[src/rtl/sel_pkg.sv]
package sel_pkg;
  localparam int ST_W   = 3;
  localparam int CODE_W = 4;

  typedef enum logic {
    SRC_BUTTONS = 1'b0,
    SRC_DIAL    = 1'b1
  } src_e;
endpackage

[src/rtl/button_stepper.sv]
module button_stepper #(
  parameter int ST_W = 3,
  parameter int LO   = 1,
  parameter int HI   = 6
) (
  input  logic [ST_W-1:0] cur,
  input  logic            up,
  input  logic            down,
  output logic            move,
  output logic [ST_W-1:0] target
);
  localparam logic [ST_W-1:0] LO_V = ST_W'(LO);
  localparam logic [ST_W-1:0] HI_V = ST_W'(HI);

  always_comb begin
    move   = 1'b0;
    target = cur;
    if (up && !down && cur < HI_V) begin
      move   = 1'b1;
      target = cur + 1'b1;
    end else if (down && !up && cur > LO_V) begin
      move   = 1'b1;
      target = cur - 1'b1;
    end
  end
endmodule

[src/rtl/dial_decoder.sv]
module dial_decoder #(
  parameter int CODE_W   = 4,
  parameter int ST_W     = 3,
  parameter int LO       = 1,
  parameter int HI       = 6,
  parameter int FALLBACK = 6
) (
  input  logic [CODE_W-1:0] code,
  output logic [ST_W-1:0]   target
);
  localparam logic [CODE_W-1:0] LO_C = CODE_W'(LO);
  localparam logic [CODE_W-1:0] HI_C = CODE_W'(HI);

  always_comb begin
    if (code >= LO_C && code <= HI_C) target = ST_W'(code);
    else                              target = ST_W'(FALLBACK);
  end
endmodule

[src/rtl/state_selector.sv]
module state_selector #(
  parameter int ST_W    = sel_pkg::ST_W,
  parameter int CODE_W  = sel_pkg::CODE_W,
  parameter int INIT_ST = 0,
  parameter int RUN_ST  = 1,
  parameter int TOP_ST  = 6
) (
  input  logic              clk,
  input  logic              rst,
  input  logic              mode_dial,
  input  logic              btn_up,
  input  logic              btn_down,
  input  logic [CODE_W-1:0] dial_code,
  input  logic              dial_commit,
  output logic [ST_W-1:0]   state_o,
  output logic              change_o
);
  import sel_pkg::*;

  localparam logic [ST_W-1:0] INIT_V = ST_W'(INIT_ST);
  localparam logic [ST_W-1:0] RUN_V  = ST_W'(RUN_ST);
  localparam logic [ST_W-1:0] TOP_V  = ST_W'(TOP_ST);

  logic [ST_W-1:0] state_q, next_st, btn_target, dial_target;
  logic            change_q, btn_move;
  src_e            src;

  assign src = src_e'(mode_dial);

  button_stepper #(.ST_W(ST_W), .LO(RUN_ST), .HI(TOP_ST)) u_step (
    .cur(state_q), .up(btn_up), .down(btn_down),
    .move(btn_move), .target(btn_target)
  );

  dial_decoder #(.CODE_W(CODE_W), .ST_W(ST_W), .LO(RUN_ST), .HI(TOP_ST),
                 .FALLBACK(TOP_ST)) u_dial (
    .code(dial_code), .target(dial_target)
  );

  always_comb begin
    next_st = state_q;
    if (state_q == INIT_V)                        next_st = RUN_V;
    else if (src == SRC_BUTTONS && btn_move)      next_st = btn_target;
    else if (src == SRC_DIAL && dial_commit)      next_st = dial_target;
  end

  always_ff @(posedge clk) begin
    if (rst) begin
      state_q  <= INIT_V;
      change_q <= 1'b0;
    end else begin
      state_q  <= next_st;
      change_q <= (next_st != state_q);
    end
  end

  assign state_o  = state_q;
  assign change_o = change_q;

  p_init_exit_r2: assert property (@(posedge clk) disable iff (rst)
    state_o == INIT_V |=> (state_o == RUN_V && change_o));

  p_no_reentry_r3: assert property (@(posedge clk) disable iff (rst)
    state_o != INIT_V |=> state_o != INIT_V);

  p_sat_top_r5: assert property (@(posedge clk) disable iff (rst)
    (!mode_dial && state_o == TOP_V && btn_up && !btn_down) |=> state_o == TOP_V);

  p_sat_low_r5: assert property (@(posedge clk) disable iff (rst)
    (!mode_dial && state_o == RUN_V && btn_down && !btn_up) |=> state_o == RUN_V);

  p_both_ignored_r6: assert property (@(posedge clk) disable iff (rst)
    (!mode_dial && btn_up && btn_down && state_o != INIT_V) |=> $stable(state_o));

  p_dial_needs_commit_r7: assert property (@(posedge clk) disable iff (rst)
    (mode_dial && !dial_commit && state_o != INIT_V) |=> $stable(state_o));

  p_in_range_r8: assert property (@(posedge clk) disable iff (rst)
    state_o <= TOP_V);

  p_strobe_means_move_r10: assert property (@(posedge clk) disable iff (rst)
    change_o |-> state_o != $past(state_o));
endmodule

[config.mk]
export PLATFORM = sky130hd
export DESIGN_NAME = state_selector
export DESIGN_NICKNAME = d
export VERILOG_FILES = /design/src/rtl/sel_pkg.sv /design/src/rtl/button_stepper.sv /design/src/rtl/dial_decoder.sv /design/src/rtl/state_selector.sv
export SDC_FILE = /design/constraint.sdc
export NUM_CORES = 1
export LEC_CHECK = 0
export BUFFER_PORTS_ARGS = -buffer_cell sky130_fd_sc_hd__buf_2
export CAP_MARGIN = 25
export CORE_AREA = 2 2 39 41
export DETAILED_ROUTE_END_ITERATION = 12
export DIE_AREA = 0 0 41 43
export GPL_ROUTABILITY_DRIVEN = 0
export GPL_TIMING_DRIVEN = 0
export SETUP_SLACK_MARGIN = 0.4
export SKIP_LAST_GASP = 1
export SYNTH_ARGS = -nofsm -noshare
export SYNTH_HDL_FRONTEND = slang
export SYNTH_SLANG_ARGS = --single-unit
[constraint.sdc]
create_clock -name clk -period 3.1 [get_ports clk]
set_input_delay 0.155 -clock clk [delete_from_list [all_inputs] [get_ports clk]]
set_output_delay 0.155 -clock clk [all_outputs]
set_load 0.03 [all_outputs]
==> results of run 1 <==
-- flip-flops by register name, summed over array words and instances (netlist names) --
register / count
state_o: 3
change_o: 1
-- power breakdown --
group	internal [mW]	leakage, nW	switching [mW]
Combinational	0.0383	0.192	0.0535
Sequential	0.0576	0.0331	0.00701
Clock	0.0432	0.0138	0.0198
-- cells by family after synthesis --
kind of cell	Yosys count	synth area share, %
DFF	4	17.1
adders and majority gates	4	10.7
AOI/OAI and AO/OA	20	35.6
buffers and inverters	4	3.47
muxes	1	2.41
and+or+nand+nor	26	30.7
-- worst max-delay path: stages (launching register included) --
cell,delay [ns]
dfxtp_1,0.48
inv_1,0.13
ha_1,0.21
o21ba_1,0.27
nor3_1,0.07
or3_1,0.38
o21a_1,0.20
a41oi_2,0.18
-- layer usage --
layer / part of all wire (%) / GRT usage [%]
met2: 49 / 23.1
met5: 0 / 0
met4: 0 / 4.00
met3: 1.7 / 1.57
met1: 49 / 16.8
-- path summary, 6_finish.rpt --
| kind | to | startpoint | cells after the start |
|---|---|---|---|
| min reg2reg | change_o | state_o[1] | 2 |
| max | change_o | state_o[1] | 7 |
| max reg2reg | change_o | state_o[1] | 7 |
| min | change_o | rst | 2 |
-- cell type report --
class	count	area [sq um]	share of cell area (%)
multi-input combinational	51	372	64.6
buffer	1	5.00	0.870
timing repair buffer	13	65.1	11.3
inverter	3	11.3	1.96
clock buffer	3	22.5	3.91
sequential	4	80.1	13.9
tap	16	20.0	3.48
-- stage by stage --
| step | area (sq um) | total power, mW | util (%) | worst slack, ns |
|---|---|---|---|---|
| 6_report | 576 | 0.219 | 41.6 | 1.10 |
| 2_1_floorplan | 468 | 0.132 | - | 1.08 |
| 4_1_cts | 576 | 0.222 | 41.6 | 1.11 |
| 5_1_grt | 576 | 0.235 | 41.6 | 0.990 |
| 3_5_place_dp | 553 | 0.158 | 40.0 | 1.11 |
| 3_3_place_gp | 553 | 0.157 | 40.0 | 1.12 |
-- layout by cell type, fill, tap and decap left out --
cell type	netlist	routed
buf_2	1	14
nand2_1	4	4
nor2_1	4	4
nor2b_1	4	4
ha_1	4	4
dfxtp_1	4	4
inv_1	3	3
o31ai_1	3	3
clkbuf_4	0	3
or4_1	2	2
and2_1	2	2
nor3_1	2	2
nand3_1	2	2
a31oi_1	2	2
a21oi_1	2	2
nor4_1	2	2
a211oi_1	2	2
nor3b_1	1	1
o21ba_1	1	1
and2b_1	1	1
o2111ai_2	1	1
o21ai_2	1	1
o21ai_0	1	1
a21o_1	1	1
nand3b_1	1	1
o2111ai_1	1	1
a311oi_1	1	1
or3_1	1	1
a2bb2oi_1	1	1
o21a_1	1	1
a41oi_2	1	1
o21ba_2	1	1
mux2_2	1	1
==> summary.md, run 1 <==
| Metric | Value |
|---|---|
| Cell types occupying the most area after synthesis | `dfxtp_1, ha_1, nor2b_1` |
| Insertion delay of the later-clocked pin in the worst-skew pair | `0.23 ns` |
| Req. time, crit path | `roughly 3.3 ns` |
| CP startpoint kind | `flip-flop` |
| Min Clock Period, post-route | `2.00 ns` |
| Maximum clock path buffer count | `2` |
| Relative slew margins | `71.1%` |
| Routed via count divided by cell count | `5.44` |
| Commonest cells in the synthesized netlist | `dfxtp_1, ha_1, nand2_1, nor2_1, nor2b_1` |
| Pin count of the biggest net entering global routing | `11` |
| Highest achievable clock rate | `between 500 and 600 MHz` |
| Via count of the routed design | `495` |
| Global-route wire length before repair | `1720 um` |
| Clock root buffer | `clkbuf_4` |
| Fraction of synthesis flops using an asynchronous set or reset pin | `0%` |
| DIE AREA | `between 1500 and 2000 sq um` |
| Portion of synthesized cell area occupied by the leading cell type | `approximately 17%` |
| Number of sinks on the clock net | `4` |
| Transition time at the pin with the least slew margin | `0.433 ns` |
| Mean Syn Cell Area | `7.93 sq um` |
| DRC marker count from the first detailed-route iteration | `3` |
| Setup TNS | `0 ns` |
| Via count of the first global-routing pass | `441` |
| Sort of element at the end of the critical path | `flip-flop` |
| Post-synth cell types | `32` |
| Starting density of the core | `33.8%` |
| Max-cap viol count | `0` |
| Static power due to leakage | `0.239 nW` |
| Critical path class | `flip-flop to flip-flop` |
| Gr usage total | `13.6%` |
| Placed cells | `a little under 90` |
| Top FF cell, synth | `dfxtp_1` |
| Floorplan row count | `14` |
| Slack of the worst reg-to-reg path | `roughly 1.1 ns` |
| Clock tree from TritonCTS | `yes` |
| Buffers inserted during post-CTS setup optimization | `0` |
| Wire length per cell | `around 12 um` |
| Hold buffer count at cts | `0` |
| Number of max-slew violations in the final report | `0` |
| Clock skew | `0.00200 ns` |
| Worst supply voltage drop on vdd | `0.000142 V` |
| Number of antenna violations at the first check in global routing | `0` |
| Post-synthesis instance total | `59` |
| Area growth from synthesis to final layout | `23.0%` |
| Post-CTS Resized | `0` |
| Global route total overflow | `0` |
| ANT cells | `0` |
| Maximum fanout along the worst path | `9` |
| Total wire length after detailed routing | `between 1000 and 1500 um` |
| Share of post-route cells with drive strength above 1 | `29.3%` |
| Hold Slack | `0.130 ns` |
| Final-report setup violation count | `0` |
| Area of the mapped netlist | `between 400 and 500 sq um` |
| Period Utilization, post-route | `between 60 and 70%` |
| Status | `complete, no violations` |
| Fill cell count | `149` |
| Synthesized netlist net count | `73` |
| Count of unresolved DRC violations after routing | `0` |
| CTS H-Tree Depth | `1` |
| Synthesis-stage register bit count | `4` |
| Number of flops mapped to enable cells by yosys | `0` |
| Total CTS buffers | `3` |
| Final Hold Viols | `0` |
| Min-Delay Path Class | `input pin to flip-flop` |
| CTS clock-pin slew for the worst setup and hold paths | `0.04 ns` |
| Post-synthesis sequential area ratio | `between 15 and 20%` |
| Die span in y | `43 um` |
| Critical path data arrival time | `between 2 and 2.5 ns` |
| Cell type with the largest total area after synthesis | `dfxtp_1` |
| Die width | `41 um` |
| Port bufs | `13` |
| Unrepaired setup endpoints after global routing | `false` |
| Non-filler instance count after layout | `91` |
| Post-layout net count | `91` |
| DP Wirelength | `just under 900 um` |
| Floorplan Core Area | `1380 sq um` |
| Power density cells | `381 nW/um^2` |
| Count of synthesis-stage warnings from yosys | `0` |
| Antenna Nets Post-Route | `0` |
| I/O pins | `14` |
| Number of detailed-routing iterations run before antenna repair | `4` |
No activity file was read; power rests on OpenSTA's default activity.
==> run 2: changes to the inputs <==
- clock period: 3.1 -> 1.98 ns (I/O delays scaled with it)
==> run 2 against run 1 <==
  * Setup slack worse by 0.82 ns
  * Critical endpoint unchanged
  * Clock power up 62%
  * Largest cell class unchanged
  * Final area up 23%
  * Count of clock-buffer cells in the layout unchanged
  * Die area unchanged
==> summary.md, run 2 (same netlist as run 1, synthesis figures left out) <==
| Metric | Value |
|---|---|
| Status | `complete, no violations` |
| Register with the most flip-flops | `state_o` |
| ANT cells | `0 (unchanged)` |
| Final Hold Viols | `0 (unchanged)` |
| Clock skew | `0.00232 ns (+0.000317 ns)` |
| Clock root buffer | `clkbuf_4` |
| Clock tree from TritonCTS | `yes` |
| Post-route total power | `0.419 mW (+91%)` |
| Global route total overflow | `0 (unchanged)` |
| Number of antenna violations at the first check in global routing | `0 (unchanged)` |
| Port bufs | `13 (unchanged)` |
| Min-Delay Path Class | `input pin to flip-flop` |
| Static power due to leakage | `0.282 nW (+18%)` |
| Floorplan Core Area | `1380 sq um (unchanged)` |
| Setup TNS | `0 ns (unchanged)` |
| DP Wirelength | `932 um (+4.1%)` |
| Post-placement worst setup slack | `0.214 ns (-0.895 ns)` |
| Cell with the largest stage delay on the worst path | `or4_4` |
| Maximum fanout along the worst path | `8 (-1)` |
| Share of total power consumed by net switching | `37.1% (+0.55 points)` |
| Total wire length after detailed routing | `1340 um (+24%)` |
| Highest achievable clock rate | `588 MHz (+18%)` |
| Relative slew margins | `65.7% (-5.4 points)` |
| Fill cell count | `140 (-6.0%)` |
| Worst-case setup margin in the final layout | `0.280 ns (-0.822 ns)` |
| CTS clock-pin slew for the worst setup and hold paths | `0.04 ns (about the same)` |
| Critical path class | `flip-flop to flip-flop` |
| Insertion delay of the later-clocked pin in the worst-skew pair | `0.24 ns (about the same)` |
| CTS H-Tree Depth | `1 (unchanged)` |
| Placed cells | `88 (unchanged)` |
| Min Clock Period, post-route | `1.70 ns (-0.298 ns)` |
| Area occupied by registers | `88.8 sq um (+11%)` |
| Gr usage total | `17.6% (+4.0 points)` |
| Period Utilization, post-route | `85.8% (+21 points)` |
| Starting density of the core | `33.8% (unchanged)` |
| Leading cell types in the layout, fill and taps excluded | `buf_2, buf_4, nand2_1, nor2_1, clkbuf_4` |
| Share of post-route cells with drive strength above 1 | `55.6% (+26 points)` |
| Wire length per cell | `13.8 um (+16%)` |
| Area growth from synthesis to final layout | `51.9%` |
| Proportion of power drawn by the clock network | `24.4% (-4.3 points)` |
| Number of flip-flops in the largest register | `3 (unchanged)` |
| Crit path largest cell delay | `0.43 ns (-0.05 ns)` |
| Internal Pwr Total | `0.263 mW (+89%)` |
| Transition time at the pin with the least slew margin | `0.510 ns (+0.0768 ns)` |
| Largest delay share family, worst path | `compound AO/OA/AOI/OAI gates` |
| Pin count of the biggest net entering global routing | `11 (unchanged)` |
| Global-route wire length before repair | `2120 um (+23%)` |
| Number of detailed-routing iterations run before antenna repair | `4 (unchanged)` |
| Number of sinks on the clock net | `4 (unchanged)` |
| DIE AREA | `1760 sq um (unchanged)` |
| Post-layout net count | `97 (+6.6%)` |
| Multi-input combinational cell area | `448 sq um (+21%)` |
| Count of unresolved DRC violations after routing | `0 (unchanged)` |
| Floorplan row count | `14 (unchanged)` |
| Worst-path cell chain | `buf_4 -> o21ba_4 -> o2111ai_2 -> o21ai_2 -> or4_4 -> a41oi_2` |
| CP startpoint kind | `flip-flop` |
| Via count of the routed design | `551 (+11%)` |
| Routed via count divided by cell count | `5.68 (+4.4%)` |
| Combinational group share of total power | `51.2% (+9.3 points)` |
| DRC marker count from the first detailed-route iteration | `18 (+15)` |
| Maximum clock path buffer count | `2 (unchanged)` |
| Unrepaired setup endpoints after global routing | `true` |
| Number of max-slew violations in the final report | `0 (unchanged)` |
| Hold buffer count at cts | `0 (unchanged)` |
| Max-cap viol count | `0 (unchanged)` |
| Req. time, crit path | `2.14 ns (-1.12 ns)` |
| P_sw | `0.156 mW (+94%)` |
| Die span in y | `43 um (unchanged)` |
| Via count of the first global-routing pass | `521 (+18%)` |
| Non-filler instance count after layout | `97 (+6.6%)` |
| Total CTS buffers | `3 (unchanged)` |
| Critical path data arrival time | `1.86 ns (-0.29 ns)` |
| Die width | `41 um (unchanged)` |
| Worst path buffer plus inverter count | `1 (unchanged)` |
| Register share of total power | `24.4% (-5.0 points)` |
| Antenna Nets Post-Route | `0 (unchanged)` |
| Final-report setup violation count | `0 (unchanged)` |
| I/O pins | `14 (unchanged)` |
| Power density cells | `589 nW/um^2 (+55%)` |
| Sort of element at the end of the critical path | `flip-flop` |
| Most frequent standard cell in the layout excluding fill and tap cells | `buf_2` |
| Worst supply voltage drop on vdd | `0.000254 V (+78%)` |
run 2: cell type report:
class / instances / area share [%]
multi-input combinational: 51 / 63.0
timing repair buffer: 19 / 15.5
sequential: 4 / 12.5
clock buffer: 3 / 3.17
tap: 16 / 2.82
inverter: 3 / 2.29
buffer: 1 / 0.704
run 2: worst paths after layout:
kind	startpoint	end	slack, ns	cells after the start
hold reg to reg	state_o[1]	change_o	0.73	3
setup / recovery	state_o[0]	change_o	0.28	6
setup reg to reg	state_o[0]	change_o	0.28	6
hold / removal	rst	change_o	0.08	2
run 2: through the flow:
stage                     util [%]  hold slack (ns)  cell area (sq um)
after global routing          51.4           0.0637                711
final                         51.4           0.0751                711
after CTS                     49.7           0.0670                688
after detailed placement      43.0            0.315                596
after global placement        43.0            0.316                596
after floorplan                  -            0.162                510
run 2: routing by layer:
layer  GRT usage (%)  routed length (um)  part of all wire, %  vias up
li1                -                   -                    -      273
met4            8.00                  12                 0.89        0
met1            20.4                 526                   39      262
met5               0                   0                    0        -
met2            28.4                 751                   56       14
met3            4.71                  52                  3.9        2
run 2: power groups by stage:
stage / registers [mW] / clock network, mW / logic, mW
2_1_floorplan: 0.122 / 0 / 0.102
3_3_place_gp: 0.106 / 0 / 0.158
3_5_place_dp: 0.107 / 0 / 0.160
4_1_cts: 0.102 / 0.105 / 0.200
5_1_grt: 0.104 / 0.119 / 0.232
6_report: 0.102 / 0.102 / 0.214
run 2: timing repair:
| action | 4_1_cts | 5_1_grt |
|---|---|---|
| pin swaps | 5 | 4 |
| gates resized for setup | 5 | 6 |
| setup endpoints to repair | 3 | 3 |
| buffers inserted | 6 | 0 |
run 2: worst reg2reg max path, delay by kind of cell, from the launching register on:
family | cells | cell delay (ns)
flip-flops | 1 | 0.38
buffers and inverters | 1 | 0.15
AND/OR/NAND/NOR | 1 | 0.43
AO/OA/AOI/OAI | 4 | 0.67
==> run 3: changes to the inputs <==
- REMOVE_ABC_BUFFERS: unset -> 1
==> run 3 against run 2 <==
  * Count of clock-buffer cells in the layout stayed put
  * Clock power is 4% lower
  * Maximum frequency is 1.6% lower
  * Hold slack better by 0.017 ns
  * Power is 1.6% lower
  * Clock skew is 0.00052 ns higher
  * Wire length is 1.3% lower
  * Final area is 0.70% higher
  * Setup slack worse by 0.027 ns
==> summary.md, run 3 (same netlist as run 1, synthesis figures left out) <==
| Metric | Value |
|---|---|
| Total CTS buffers | `3 (unchanged)` |
| Req. time, crit path | `2.13 ns (about the same)` |
| Number of antenna violations at the first check in global routing | `0 (unchanged)` |
| I/O pins | `14 (unchanged)` |
| CP startpoint kind | `flip-flop` |
| CTS H-Tree Depth | `1 (unchanged)` |
| Post-layout net count | `98 (+1.0%)` |
| Total wire length after detailed routing | `1320 um (-1.3%)` |
| Leading cell types in the layout, fill and taps excluded | `buf_2, buf_4, nand2_1, nor2_1` |
| Critical path class | `flip-flop to flip-flop` |
| DIE AREA | `1760 sq um (unchanged)` |
| Sort of element at the end of the critical path | `flip-flop` |
| Wire length per cell | `13.5 um (-2.3%)` |
| Via count of the first global-routing pass | `473 (-9.2%)` |
| Final-report setup violation count | `0 (unchanged)` |
| CTS clock-pin slew for the worst setup and hold paths | `0.04 ns (about the same)` |
| Final Hold Viols | `0 (unchanged)` |
| Power density cells | `575 nW/um^2 (-2.3%)` |
| Via count of the routed design | `545 (-1.1%)` |
| Area occupied by registers | `88.8 sq um (unchanged)` |
| Maximum clock path buffer count | `2 (unchanged)` |
| Number of sinks on the clock net | `4 (unchanged)` |
| Critical path data arrival time | `1.87 ns (about the same)` |
| Insertion delay of the later-clocked pin in the worst-skew pair | `0.23 ns (about the same)` |
| Starting density of the core | `33.8% (unchanged)` |
| Area growth from synthesis to final layout | `52.9%` |
| Global-route wire length before repair | `1950 um (-8.2%)` |
| Count of unresolved DRC violations after routing | `0 (unchanged)` |
| Highest achievable clock rate | `579 MHz (-1.6%)` |
| Multi-input combinational cell area | `435 sq um (-2.8%)` |
| Number of detailed-routing iterations run before antenna repair | `5 (+1)` |
| Floorplan Core Area | `1380 sq um (unchanged)` |
| Global route total overflow | `0 (unchanged)` |
| Period Utilization, post-route | `87.2% (+1.4 points)` |
| Number of max-slew violations in the final report | `0 (unchanged)` |
| Floorplan row count | `14 (unchanged)` |
| DP Wirelength | `884 um (-5.2%)` |
| Routed via count divided by cell count | `5.56 (-2.1%)` |
| Unrepaired setup endpoints after global routing | `true` |
| Relative slew margins | `66.5% (+0.82 points)` |
| Non-filler instance count after layout | `98 (+1.0%)` |
| Number of flip-flops in the largest register | `3 (unchanged)` |
| Fill cell count | `132 (-5.7%)` |
| Transition time at the pin with the least slew margin | `0.498 ns (-0.0121 ns)` |
| DRC marker count from the first detailed-route iteration | `15 (-3)` |
| Min-Delay Path Class | `input pin to flip-flop` |
| Number of cells on the worst reg-to-reg path | `7 (+1)` |
| Worst supply voltage drop on vdd | `0.000192 V (-24%)` |
| Clock root buffer | `clkbuf_4` |
| Pin count of the biggest net entering global routing | `12 (+1)` |
| Antenna Nets Post-Route | `0 (unchanged)` |
| ANT cells | `0 (unchanged)` |
| Clock tree from TritonCTS | `yes` |
| Min Clock Period, post-route | `1.73 ns (+0.0274 ns)` |
| Post-route total power | `0.412 mW (-1.6%)` |
| Die span in y | `43 um (unchanged)` |
| Static power due to leakage | `0.288 nW (+2.2%)` |
| Share of post-route cells with drive strength above 1 | `52.4% (-3.1 points)` |
| Hold Path Cell Cnt | `2 (unchanged)` |
| Register with the most flip-flops | `state_o` |
| Port bufs | `13 (unchanged)` |
| Gr usage total | `16.1% (-1.5 points)` |
| Clock skew | `0.00284 ns (+0.000520 ns)` |
| Maximum fanout along the worst path | `3 (-5)` |
| Placed cells | `87 (-1.1%)` |
| Most frequent standard cell in the layout excluding fill and tap cells | `buf_2` |
| Die width | `41 um (unchanged)` |
| Max-cap viol count | `0 (unchanged)` |
| Status | `complete, no violations` |
==> run 3: where the power goes <==
part           switching, mW  internal [mW]  total [mW]  leakage [nW]
clock network         0.0306         0.0676      0.0983        0.0138
logic                  0.106          0.104       0.209         0.239
registers             0.0135         0.0910       0.104        0.0347
total                  0.150          0.262       0.412         0.288
==> run 3: what timing repair did <==
action                     CTS  global route
setup buffers                8             0
gates cloned                 0             0
pin swaps                    6             3
gates resized for setup     21             2
setup endpoints to repair    3             3
hold buffers                 0             0
==> run 3: path summary, 6_finish.rpt <==
| check | slack (ns) | end | startpoint |
|---|---|---|---|
| setup / recovery | 0.25 | change_o | state_o[1] |
| hold / removal | 0.09 | state_o[1] | rst |
| setup reg to reg | 0.25 | change_o | state_o[1] |
| hold reg to reg | 0.69 | state_o[2] | state_o[2] |
==> run 3: routing by layer <==
| metal | GRT usage (%) | routed length [um] | up-vias | share of wire, % |
|---|---|---|---|---|
| met1 | 20.0 | 587 | 244 | 44 |
| met5 | 0 | 0 | - | 0 |
| met2 | 25.6 | 675 | 23 | 51 |
| met3 | 2.09 | 62 | 0 | 4.7 |
| li1 | - | - | 278 | - |
| met4 | 8.00 | 0 | 0 | 0 |
==> run 3: worst max-delay path, stage by stage (launching register included) <==
cell     delay (ns)
dfxtp_4        0.36
inv_4          0.05
ha_4           0.15
o21ba_4        0.24
nor3_2         0.05
or3_4          0.38
o21a_1         0.21
a41oi_2        0.21
==> run 3: stage by stage <==
| step | utilization, % | worst slack, ns | TNS [ns] | area [sq um] | hold slack, ns |
|---|---|---|---|---|---|
| 2_1_floorplan | - | -0.0647 | -0.102 | 463 | 0.162 |
| 3_3_place_gp | 39.6 | -0.0490 | -0.0869 | 548 | 0.311 |
| 3_5_place_dp | 39.6 | -0.0317 | -0.0500 | 548 | 0.314 |
| 4_1_cts | 51.0 | 0.284 | 0 | 706 | 0.0744 |
| 5_1_grt | 51.7 | 0.189 | 0 | 716 | 0.104 |
| 6_report | 51.7 | 0.253 | 0 | 716 | 0.0924 |
==> run 3: area by class of cell <==
class / count / area share [%]
tap: 16 / 2.80
inverter: 3 / 2.27
clock buffer: 3 / 3.15
timing repair buffer: 21 / 18.5
multi-input combinational: 51 / 60.8
sequential: 4 / 12.4
